===== config.mk =====
export PLATFORM = sky130hd
export DESIGN_NAME = imm_combo_alu
export DESIGN_NICKNAME = d
export VERILOG_FILES = /design/src/rtl/icalu_pkg.sv /design/src/rtl/icalu_decode.sv /design/src/rtl/icalu_core.sv /design/src/rtl/icalu_stage.sv /design/src/rtl/imm_combo_alu.sv
export SDC_FILE = /design/constraint.sdc
export NUM_CORES = 1
export LEC_CHECK = 0
export BUFFER_PORTS_ARGS = -buffer_cell sky130_fd_sc_hd__buf_2
export CAP_MARGIN = 20
export CORE_MARGIN = 8
export CORE_UTILIZATION = 34
export CTS_CLUSTER_DIAMETER = 80
export DETAILED_ROUTE_END_ITERATION = 16
export PLACE_DENSITY = 0.57
export SLEW_MARGIN = 5
export SYNTH_ARGS = -nofsm -noshare
export SYNTH_HDL_FRONTEND = slang
export SYNTH_SLANG_ARGS = --single-unit

===== constraint.sdc =====
create_clock -name clk -period 4.2 [get_ports clk]
set_input_delay 0.84 -clock clk [delete_from_list [all_inputs] [get_ports clk]]
set_output_delay 0.84 -clock clk [all_outputs]
set_load 0.03 [all_outputs]

===== src/rtl/icalu_pkg.sv =====
package icalu_pkg;
  localparam int DW     = 8;
  localparam int OPW    = 8;
  localparam int FLAGW  = 4;
  localparam int F_N    = 3;
  localparam int F_V    = 2;
  localparam int F_Z    = 1;
  localparam int F_C    = 0;

  typedef enum logic [2:0] {
    K_ANDC, K_ANDSHR, K_ANDROR, K_MASKSUB, K_SUBB, K_LOADAX, K_KEEP, K_BAD
  } op_kind_e;

  typedef struct packed {
    logic [DW-1:0]    acc;
    logic [DW-1:0]    idx;
    logic [FLAGW-1:0] flg;
    logic             bad;
  } alu_res_t;

  localparam int RESW = $bits(alu_res_t);
endpackage


===== src/rtl/icalu_decode.sv =====
module icalu_decode
  import icalu_pkg::*;
(
  input  logic [OPW-1:0] opcode,
  output op_kind_e       kind
);
  always_comb begin
    unique case (opcode)
      8'h0B, 8'h2B: kind = K_ANDC;
      8'h4B:        kind = K_ANDSHR;
      8'h6B:        kind = K_ANDROR;
      8'hCB:        kind = K_MASKSUB;
      8'hEB:        kind = K_SUBB;
      8'hAB:        kind = K_LOADAX;
      8'h8B:        kind = K_KEEP;
      default:      kind = K_BAD;
    endcase
  end
endmodule


===== src/rtl/icalu_core.sv =====
module icalu_core
  import icalu_pkg::*;
(
  input  op_kind_e         kind,
  input  logic [DW-1:0]    acc,
  input  logic [DW-1:0]    idx,
  input  logic [DW-1:0]    imm,
  input  logic [FLAGW-1:0] flg,
  output alu_res_t         res
);
  localparam int MSB = DW - 1;

  logic [DW-1:0] masked;
  logic [DW-1:0] shr_val;
  logic [DW-1:0] ror_val;
  logic [DW-1:0] ax_val;
  logic [DW:0]   mask_diff;
  logic [DW:0]   sub_diff;

  always_comb begin
    masked    = acc & imm;
    shr_val   = masked >> 1;
    ror_val   = {flg[F_C], masked[MSB:1]};
    ax_val    = acc & idx;
    mask_diff = {1'b0, ax_val} - {1'b0, imm};
    sub_diff  = {1'b0, acc} - {1'b0, imm} - {{DW{1'b0}}, ~flg[F_C]};

    res.acc = acc;
    res.idx = idx;
    res.flg = flg;
    res.bad = 1'b0;

    unique case (kind)
      K_ANDC: begin
        res.acc      = masked;
        res.flg[F_N] = masked[MSB];
        res.flg[F_Z] = (masked == '0);
        res.flg[F_C] = masked[MSB];
      end
      K_ANDSHR: begin
        res.acc      = shr_val;
        res.flg[F_N] = 1'b0;
        res.flg[F_Z] = (shr_val == '0);
        res.flg[F_C] = masked[0];
      end
      K_ANDROR: begin
        res.acc      = ror_val;
        res.flg[F_N] = ror_val[MSB];
        res.flg[F_Z] = (ror_val == '0);
        res.flg[F_C] = ror_val[MSB-1];
        res.flg[F_V] = ror_val[MSB-1] ^ ror_val[MSB-2];
      end
      K_MASKSUB: begin
        res.idx      = mask_diff[DW-1:0];
        res.flg[F_N] = mask_diff[MSB];
        res.flg[F_Z] = (mask_diff[DW-1:0] == '0);
        res.flg[F_C] = ~mask_diff[DW];
      end
      K_SUBB: begin
        res.acc      = sub_diff[DW-1:0];
        res.flg[F_N] = sub_diff[MSB];
        res.flg[F_Z] = (sub_diff[DW-1:0] == '0);
        res.flg[F_C] = ~sub_diff[DW];
        res.flg[F_V] = (acc[MSB] ^ imm[MSB]) & (acc[MSB] ^ sub_diff[MSB]);
      end
      K_LOADAX: begin
        res.acc      = imm;
        res.idx      = imm;
        res.flg[F_N] = imm[MSB];
        res.flg[F_Z] = (imm == '0);
      end
      K_KEEP: begin
        res.bad = 1'b0;
      end
      default: begin
        res.bad = 1'b1;
      end
    endcase
  end
endmodule


===== src/rtl/icalu_stage.sv =====
module icalu_stage #(
  parameter int W = 8
) (
  input  logic         clk,
  input  logic         rst_n,
  input  logic         s_valid,
  output logic         s_ready,
  input  logic [W-1:0] s_data,
  output logic         m_valid,
  input  logic         m_ready,
  output logic [W-1:0] m_data
);
  logic         held_v;
  logic [W-1:0] held_d;

  assign s_ready = ~held_v | m_ready;
  assign m_valid = held_v;
  assign m_data  = held_d;

  always_ff @(posedge clk) begin
    if (!rst_n) begin
      held_v <= 1'b0;
    end else if (s_valid && s_ready) begin
      held_v <= 1'b1;
    end else if (m_ready) begin
      held_v <= 1'b0;
    end
  end

  always_ff @(posedge clk) begin
    if (s_valid && s_ready) held_d <= s_data;
  end

  AST_STALL_HOLD: assert property (@(posedge clk) disable iff (!rst_n)
    (m_valid && !m_ready) |=> (m_valid && $stable(m_data))) else $error("stall hold");
  AST_RESET_EMPTY: assert property (@(posedge clk)
    !rst_n |=> !m_valid) else $error("reset valid");
endmodule


===== src/rtl/imm_combo_alu.sv =====
module imm_combo_alu
  import icalu_pkg::*;
(
  input  logic             clk,
  input  logic             rst_n,
  input  logic             in_valid,
  output logic             in_ready,
  input  logic [OPW-1:0]   opcode,
  input  logic [DW-1:0]    imm,
  input  logic [DW-1:0]    a_in,
  input  logic [DW-1:0]    x_in,
  input  logic [FLAGW-1:0] flags_in,
  output logic             out_valid,
  input  logic             out_ready,
  output logic [DW-1:0]    a_out,
  output logic [DW-1:0]    x_out,
  output logic [FLAGW-1:0] flags_out,
  output logic             unsupported
);
  op_kind_e  kind;
  alu_res_t  next_res;
  alu_res_t  cur_res;
  logic [RESW-1:0] cur_bits;

  icalu_decode u_dec (.opcode(opcode), .kind(kind));

  icalu_core u_core (
    .kind(kind), .acc(a_in), .idx(x_in), .imm(imm), .flg(flags_in), .res(next_res)
  );

  icalu_stage #(.W(RESW)) u_stage (
    .clk(clk), .rst_n(rst_n),
    .s_valid(in_valid), .s_ready(in_ready), .s_data(next_res),
    .m_valid(out_valid), .m_ready(out_ready), .m_data(cur_bits)
  );

  assign cur_res     = alu_res_t'(cur_bits);
  assign a_out       = cur_res.acc;
  assign x_out       = cur_res.idx;
  assign flags_out   = cur_res.flg;
  assign unsupported = cur_res.bad;

  logic take;
  assign take = in_valid & in_ready;

  AST_TAKE_VALID: assert property (@(posedge clk) disable iff (!rst_n)
    take |=> out_valid) else $error("result missing");
  AST_ANDC_CARRY: assert property (@(posedge clk) disable iff (!rst_n)
    (take && (opcode == 8'h0B || opcode == 8'h2B)) |=> (flags_out[F_C] == a_out[DW-1]))
    else $error("andc carry");
  AST_SHR_NEG: assert property (@(posedge clk) disable iff (!rst_n)
    (take && opcode == 8'h4B) |=> !flags_out[F_N]) else $error("shr N");
  AST_ROR_FLAGS: assert property (@(posedge clk) disable iff (!rst_n)
    (take && opcode == 8'h6B) |=>
      (flags_out[F_V] == (a_out[DW-2] ^ a_out[DW-3]) && flags_out[F_C] == a_out[DW-2]))
    else $error("ror flags");
  AST_MASKSUB_KEEPA: assert property (@(posedge clk) disable iff (!rst_n)
    (take && opcode == 8'hCB) |=> (a_out == $past(a_in) && flags_out[F_V] == $past(flags_in[F_V])))
    else $error("masksub A");
  AST_LOAD_BOTH: assert property (@(posedge clk) disable iff (!rst_n)
    (take && opcode == 8'hAB) |=> (a_out == x_out && a_out == $past(imm)))
    else $error("load both");
  AST_BAD_KEEPS: assert property (@(posedge clk) disable iff (!rst_n)
    (take && unsupported == 1'b0 && next_res.bad) |=>
      (unsupported && a_out == $past(a_in) && x_out == $past(x_in) && flags_out == $past(flags_in)))
    else $error("unsupported keep");
endmodule


# --- After elaboration in Yosys (flattened, before gate mapping) ---
# Cells that the tools add are included.
# Widths: inputs -> output; s select.
word_totals:
  word_cells: 52
  output_inout_bits: 23
  ff_bits: 22
  in_bits: 40
op_classes:
  add_sub_neg: 3
  eq_ne: 14
  n_mux: 10
  reduce_logical: 12
  bitwise: 11
ops:
  columns: ["operator", "count"]
  rows:
  - ["$logic_not 8->1", 6]
  - ["$pmux 8 s5", 1]
  - ["$eq 8x8->1 const B", 4]
  - ["$pmux 3 s7", 1]
  - ["$sub 8x8->9", 2]
  - ["$and 8x8->8", 2]
  - ["$eq 8x7->1 const B", 2]
  - ["$pmux 8 s2", 1]
  - ["$pmux 1 s6", 2]
  - ["$eq 3x3->1 const B", 3]
  - ["$sub 9x1->9", 1]
  - ["$eq 8x4->1 const B", 1]
  - ["$eq 8x6->1 const B", 1]
  - ["$reduce_or 7->1", 1]
  - ["$eq 3x2->1 const B", 2]
  - ["$not 1->1", 4]
  - ["$pmux 1 s4", 1]
  - ["$reduce_or 2->1", 2]
  - ["$eq 3x1->1 const B", 1]
  - ["$logic_not 3->1", 1]
  - ["$mux 1", 3]
  - ["$xor 1x1->1", 3]
  - ["$pmux 1 s2", 1]
  - ["$reduce_bool 2->1", 1]
  - ["3 further kinds", 3]

# --- Depth between registers and ports, before layout ---
# Gate-level depths: netlist of the first run.
depth:
  depth_word: 6
  depth_mapped: 10
  ltp_nobuf: 10

# --- By module ---
# From an unflattened synthesis of the first run, not the netlist that was laid out.
hier_totals:
  cells_unflattened: 339
  area_unflattened_um2: 2658.8
modules_own_cells:
  columns: ["module", "cells_each", "seq_area_each_um2", "instances", "area_per_inst_um2"]
  rows:
  - ["icalu_core", 305, 0.0, 1, 1908.1]
  - ["icalu_stage", 26, 650.6, 1, 688.2]
  - ["icalu_decode", 8, 0.0, 1, 62.6]

# --- Least setup slack after synthesis of the first run ---
# No wires, ideal clock.
synth_path:
  kind: "input port to flip-flop"
  startpoint: "in a_in[0]"
  endpoint: "reg u_stage.held_d[1], in the netlist u_stage.m_data[1] (data pin)"
  arrival_ns: 2.654
  path_slack_ns: 1.281
  path_stages: 10
  cell_sequence: "inv_1 > fa_1 > inv_1 > fa_1 > nand2b_1 > a2111oi_0 > o31ai_1 > xor2_1 > a21oi_1 > o21ai_0"
synth_rtl:
  columns: ["item", "line_no", "source"]
  rows:
  - ["start, declared", "imm_combo_alu.sv:10", "input logic [DW-1:0] a_in,"]
  - ["end signal, assigned", "icalu_stage.sv:31", "if (s_valid && s_ready) held_d <= s_data;"]
  - ["end, declared", "icalu_stage.sv:14", "logic [W-1:0] held_d;"]

==> metrics.txt, run 1 <==
outcome complete, no violations; Post-synth top cells inv_1, ha_1, o21ai_0; Fin. Hold Viols 0; critical path type input port to flop; Clock transition at path regs around 0.08 ns; synth unique cells 62; Ys Warns 0; drt first pass iters 7; Min-Delay Path Class flop to flop; cts bufs inserted 3; Seq/Total Area, Yosys 0.2512; Row Count 32; leading area contributor after synthesis edfxtp_1; CTS Hold Bufs 0; fillers approximately 800; core footprint about 7600 um2; first-pass GRT wire length 12,550 um; worst-margin pin slew 0.9284 ns; dpl cells between 400 and 500; fraction of layout cells with a size suffix above 1 0.2329; Post-synth ARST share 0; later-pin clock latency in the skew report between 0.2 and 0.3 ns; Hold EP u_stage.m_valid$_SDFFE_PN0P_; die height approximately 100 um; root buf cell clkbuf_8; Reg2Reg Setup Slack roughly 2.7 ns; post-route minimum period around 3.1 ns; Crit Reg-Reg Startpoint u_stage.m_valid$_SDFFE_PN0P_; placer's final routability congestion estimate 0.8741; max-cap violation count 0; Via Count 2,567; critical path capture point type flop; post-route insts no fill about 470; cts repair resizes 0; Static Leakage ~1.3 nW; initial antenna violation count 0; WP data required between 4 and 5 ns; Startpoint Class input port; Initial DRC Count approximately 200; RSZ-0062 raised after global routing no; Routed Antenna Nets 0; vias in the first global route approximately 2,400; H-tree levels 1; dominant synthesized flop cell edfxtp_1; most common cell in the netlist inv_1; Area contributors post-synth edfxtp_1, ha_1, inv_1, o21ai_0, nor2_1; vias per cell 5.497; routed len/inst 17.33 um; Fmax achieved approximately 330 MHz; largest net degree at the start of global routing between 40 and 50; Yosys reg bits 22; arrival time worst endpoint between 3 and 4 ns; Max Slew Vio Count 0; Top Ports 63; Port Buffer Count between 60 and 70; area of the die approximately 11,000 um2; Mapped Area approximately 2600 um2; drt drc 0; # clock sinks 22; gr ovfl total 0; slew margin rel. 0.3810; total track usage 0.1529; R2R Path End u_stage.m_data[4]$_DFFE_PP_; n_diodes 0; Post-Route WL 8092 um; Peak VDD IR 92.85 uV; Mapped Cells between 300 and 400; CTS Buffer Depth 2; hold depth 2; hpwl dp approximately 6400 um; syn nets 378; Core Util, Final 0.4028; FF-to-FF path depth 2; final setup violation count 0; Initial Utilization 0.3423; Chip Width 103.3 um; Area Growth Syn to Fin 17.68%; Power Density ~230 nW/um2; Clock Skew 0.004978 ns; final worst path period share 0.7280; CTS tree yes; setup tns final 0 ns; post-CTS setup buffer count 0; Syn Area/Cell around 8.5 um2; Layout Nets between 400 and 500; Yosys top cell area share 0.2435; critical-path maximum fanout 3; Post-synth EDFFs 21; HP Start u_stage.m_valid$_SDFFE_PN0P_
-- sequential cells by signal, summed over array words and instances (netlist names) --
register / cells
u_stage.m_data: 21
u_stage.m_valid: 1
-- metal layers --
layer  vias to the layer above  GRT usage  share of wire
met2                       100     0.2442           0.43
met1                      1214     0.2158           0.48
li1                       1249          -              -
met4                         0    0.02447         0.0063
met5                         -          0              0
met3                         4    0.02142          0.082
-- report_power, final --
group / total [mW] / internal [mW] / switching, mW / leakage, nW
Combinational: 0.311 / 0.118 / 0.193 / 1.11
Sequential: 0.261 / 0.258 / 0.00353 / 0.211
Clock: 0.131 / 0.0651 / 0.0661 / 0.0231
Total: 0.703 / 0.441 / 0.262 / 1.34
-- worst max path at each step --
stage / start / endpoint
2_1_floorplan: a_in[0] / u_stage.m_data[1]$_DFFE_PP_
3_3_place_gp: flags_in[0] / u_stage.m_data[1]$_DFFE_PP_
3_5_place_dp: flags_in[0] / u_stage.m_data[1]$_DFFE_PP_
4_1_cts: flags_in[0] / u_stage.m_data[1]$_DFFE_PP_
5_1_grt: flags_in[0] / u_stage.m_data[1]$_DFFE_PP_
6_report: flags_in[0] / u_stage.m_data[1]$_DFFE_PP_
-- area by class of cell --
class,instances,area (um2),area share
inverter,38,142.6,0.04680
tap,102,127.6,0.04187
clock inverter,1,3.754,0.001232
sequential,22,650.6,0.2135
timing repair buffer,64,325.3,0.1067
multi-input combinational,237,1757,0.5764
clock buffer,3,41.29,0.01355
-- logic make-up (layout without fill, tap and decap cells) --
logic type | count (synthesis) | count (layout) | share of synthesized area
AOI/OAI and AO/OA | 94 | 94 | 0.2469
adders and majority gates | 32 | 32 | 0.1633
DFF | 22 | 22 | 0.2512
and+or+nand+nor | 96 | 96 | 0.2135
buffers and inverters | 47 | 106 | 0.07053
muxes | 4 | 4 | 0.01739
xor gates and xnor gates | 11 | 11 | 0.03720
-- per-stage QoR --
stage | power [mW] | area [um2] | worst slack [ns] | hold slack, ns
floorplan | 0.4801 | 2590 | 1.281 | 0.8846
global placement | 0.5708 | 3003 | 0.9713 | 0.5031
finish | 0.7030 | 3048 | 1.142 | 0.5293
global route | 0.7475 | 3048 | 0.8597 | 0.5614
detailed placement | 0.5735 | 3003 | 0.9305 | 0.5229
CTS | 0.7039 | 3048 | 1.153 | 0.5337
-- worst max-delay path, cell delays in order --
cell and delay (ns):
buf_2 0.12, inv_1 0.12, fa_1 0.21, inv_1 0.07
fa_1 0.39, nand2b_1 0.18, a2111oi_0 0.54, o31ai_1 0.18
xor2_1 0.17, a21oi_1 0.15, o21ai_0 0.09
-- placed cells by master (no fill, tap or decap), types with 4 or more instances in the layout --
master,synthesis,layout
buf_2,5,62
o22ai_1,5,5
xor2_1,7,7
nand3_1,6,6
nor2_1,24,24
nor4_1,4,4
nand2b_1,8,8
edfxtp_1,21,21
a21oi_1,16,16
a31oi_1,6,6
nand2_1,19,19
nor3_1,6,6
and2_1,7,7
o21a_1,5,5
a222oi_1,5,5
mux2_2,4,4
o21ai_0,25,25
xnor2_1,4,4
inv_1,38,38
ha_1,29,29
No activity file was read; power rests on OpenSTA's default activity.
==> run 2: changes to the inputs <==
- ABC_AREA: unset -> 1
- PLACE_DENSITY: 0.57 -> 0.59
- clock period: 4.2 -> 2.5 ns (I/O delays scaled with it)
==> run 2 against run 1 <==
  * Worst setup slack worse by 0.95 ns
  * Power up 65%
  * Critical path depth up 3
  * Non-clock buffer count up 14
  * Die area down 1.6%
  * Via count up 4.8%
  * Utilization up 3.3 points
  * Clock-buffer cell count up 1
  * Critical endpoint is now u_stage.m_data[20]$_DFFE_PP_
  * Register-to-register slack worse by 1.2 ns
  * Largest power group unchanged
  * Largest cell class unchanged
==> metrics.txt, run 2 <==
outcome complete, no violations (unchanged); synth unique cells 29 (was 62); routed length on met2 3488 um (was 3485 um); Ys Warns 0 (unchanged); commonest non-fill, non-tap cell in the layout nand2_1 (was buf_2); Post-Route WL 7543 um (was 8092 um); initial antenna violation count 0 (unchanged); syn nets 451 (was 378); Port Buffer Count 62 (unchanged); critical-path maximum fanout 3 (unchanged); # clock sinks 22 (unchanged); later-pin clock latency in the skew report 0.25 ns (was 0.26 ns); die height 102.5 um (was 103.3 um); Comb pwr share 0.418 (was 0.442); Area Growth Syn to Fin 24.26% (was 17.68%); Layout Nets 534 (was 438); Yosys reg bits 22 (unchanged); Top Ports 63 (unchanged); Fin. Hold Viols 0 (unchanged); WL met3 568 um (was 664 um); Via Count 2,691 (was 2,567); Mapped Area 2542 um2 (was 2590 um2); routed len/inst 13.47 um (was 17.33 um); area of the die 10,500 um2 (was 10,670 um2); CTS tree yes (unchanged); Initial DRC Count 185 (was 195); fraction of layout cells with a size suffix above 1 0.2148 (was 0.2329); clock network power share 0.207 (was 0.187); Yosys top cell area share 0.2480 (was 0.2435); vias per cell 4.805 (was 5.497); max-cap violation count 0 (unchanged); Switching Share 0.3552 (was 0.3730); Static Leakage 1.795 nW (was 1.341 nW); n_diodes 0 (unchanged); Syn Area/Cell 6.708 um2 (was 8.464 um2); Clock Skew 0.002914 ns (was 0.004978 ns); max layer used met4 (unchanged); drt drc 0 (unchanged); placer's final routability congestion estimate 0.8994 (was 0.8741); critical path type input port to flop (unchanged); Flop pwr share 0.375 (was 0.372); core footprint 7253 um2 (was 7567 um2); worst-margin pin slew 0.4684 ns (was 0.9284 ns); Seq/Total Area, Yosys 0.2559 (was 0.2512); Power Internal 749.2 uW (was 440.8 uW); critical path capture point type flop (unchanged); post-place setup slack -0.1616 ns (was 0.9305 ns); first-pass GRT wire length 11,980 um (was 12,550 um); post-CTS setup buffer count 0 (unchanged); Initial Utilization 0.3505 (was 0.3423); Most common cell on crit path nand2_1; Mapped Cells 379 (was 306); slowest CP cell fa_1 (was a2111oi_0); drt first pass iters 5 (was 7); Chip Width 102.5 um (was 103.3 um); cts bufs inserted 3 (unchanged); slew margin rel. 0.6867 (was 0.3810); final worst path period share 0.9238; max FFs per register 21 (unchanged); leading area contributor after synthesis edfxtp_1 (unchanged); CTS Buffer Depth 2 (unchanged); fillers 818 (was 801); most common cell in the netlist nand2_1 (was inv_1); hpwl dp 6590 um (was 6437 um); most frequent cells in the layout nand2_1, inv_1, buf_2 (was buf_2, inv_1, ha_1); post-route minimum period around 2.3 ns; Row Count 31 (was 32); setup tns final 0 ns (unchanged); slowest stage delay, CP 0.54 ns (about the same); total track usage 0.1441 (was 0.1529); met1 wire length 3390 um (was 3890 um); Fmax achieved roughly 430 MHz; Clock transition at path regs 0.07 ns (was 0.08 ns); Area contributors post-synth edfxtp_1, nand2_1, ha_1, inv_1, nand3_1 (was edfxtp_1, ha_1, inv_1, o21ai_0, nor2_1); Max Slew Vio Count 0 (unchanged); cts repair resizes 0 (unchanged); CTS Hold Bufs 0 (unchanged); largest net degree at the start of global routing 22 (was 41); Post-synth top cells nand2_1, inv_1, nand3_1 (was inv_1, ha_1, o21ai_0); Startpoint Class input port (unchanged); Routed Antenna Nets 0 (unchanged); Peak VDD IR 184.7 uV (was 92.85 uV); post-route insts no fill 560 (was 467); root buf cell clkbuf_8 (unchanged); Post-synth ARST share 0 (unchanged); dominant synthesized flop cell edfxtp_1 (unchanged); CP cell instances buf_2 > inv_1 > fa_1 > inv_1 > ha_1 > o21ai_2 > nand2_1 > nand2_1 > nand3b_1 > nand2_1 > inv_1 > nand2_1 > nand3_1 > nand3b_1 (was buf_2 > inv_1 > fa_1 > inv_1 > fa_1 > nand2b_1 > a2111oi_0 > o31ai_1 > xor2_1 > a21oi_1 > o21ai_0); WP data required 2.51 ns (was 4.21 ns); vias in the first global route 2,538 (was 2,373); switching power of the nets 412.7 uW (was 262.2 uW); Post-synth EDFFs 21 (unchanged); arrival time worst endpoint 2.32 ns (was 3.06 ns); Power Density 367.8 nW/um2 (was 230.7 nW/um2); Min-Delay Path Class input port to flop (was flop to flop); gr ovfl total 0 (unchanged); final setup violation count 0 (unchanged); H-tree levels 1 (unchanged); dpl cells 556 (was 463); RSZ-0062 raised after global routing no (unchanged); post-route worst setup slack 0.1905 ns (was 1.142 ns)
[run 2: changes by cell type in the layout (fill, tap and decap cells not counted), moves of 6 or more]
cell | previous run | this run
nand2_1 | 19 | 116
inv_1 | 38 | 75
nand3_1 | 6 | 30
o21ai_0 | 25 | 10
buf_4 | 2 | 16
nand4_1 | 2 | 12
nand2b_1 | 8 | 0
and2_1 | 7 | 0
a31oi_1 | 6 | 0
inv_2 | 0 | 6
[run 2: cells by family (layout without fill, tap and decap cells)]
family,Yosys count,count (layout),share of synthesized area
AO/OA/AOI/OAI,45,45,0.1029
XOR/XNOR,2,2,0.006891
adder cells (fa/ha/maj),32,32,0.1663
buffers and inverters,82,164,0.1220
flip-flops,22,22,0.2559
AND/OR/NAND/NOR,196,196,0.3460
[run 2: cell type report]
class	count	area, um2	area share
Timing Repair Buffer	78	430.4	0.1362
Sequential cell	22	650.6	0.2059
Multi-Input combinational cell	275	1589	0.5030
Inverter	82	310.3	0.09822
Tap cell	99	123.9	0.03921
Clock buffer	4	55.05	0.01743
[run 2: metal layers]
| metal | vias up | global-route usage |
|---|---|---|
| met1 | 1201 | 0.1845 |
| li1 | 1404 | - |
| met5 | - | 0 |
| met4 | 0 | 0.03837 |
| met3 | 6 | 0.01362 |
| met2 | 80 | 0.2502 |
[run 2: final timing paths]
path | from | endpoint | slack, ns | depth (start not counted)
worst min register to register | u_stage.m_valid$_SDFFE_PN0P_ | u_stage.m_valid$_SDFFE_PN0P_ | 0.52 | 2
worst max-delay path | a_in[0] | u_stage.m_data[20]$_DFFE_PP_ | 0.19 | 14
worst max register to register | u_stage.m_valid$_SDFFE_PN0P_ | u_stage.m_data[16]$_DFFE_PP_ | 1.46 | 2
worst min-delay path | rst_n | u_stage.m_valid$_SDFFE_PN0P_ | 0.50 | 2
[run 2: power groups by stage]
stage | logic (mW) | clock network (mW) | registers, mW
finish | 0.486 | 0.241 | 0.435
global route | 0.550 | 0.255 | 0.438
CTS | 0.482 | 0.249 | 0.436
detailed placement | 0.480 | 0 | 0.444
global placement | 0.473 | 0 | 0.444
floorplan | 0.267 | 0 | 0.490
[run 2: worst max-delay path: cells and delay by family]
family	cells	cell delay, ns
AO/OA/AOI/OAI	1	0.13
AND/OR/NAND/NOR	7	0.69
buffers and inverters	4	0.28
adder cells (fa/ha/maj)	2	0.73
[run 2: metrics by stage]
| step | utilization | hold WS [ns] | area (um2) | total power, mW |
|---|---|---|---|---|
| 2_1_floorplan | - | 0.6538 | 2542 | 0.7573 |
| 6_report | 0.4356 | 0.4985 | 3159 | 1.162 |
| 3_3_place_gp | 0.4275 | 0.5029 | 3100 | 0.9172 |
| 3_5_place_dp | 0.4275 | 0.5185 | 3100 | 0.9242 |
| 4_1_cts | 0.4351 | 0.5004 | 3156 | 1.167 |
| 5_1_grt | 0.4356 | 0.5025 | 3159 | 1.242 |
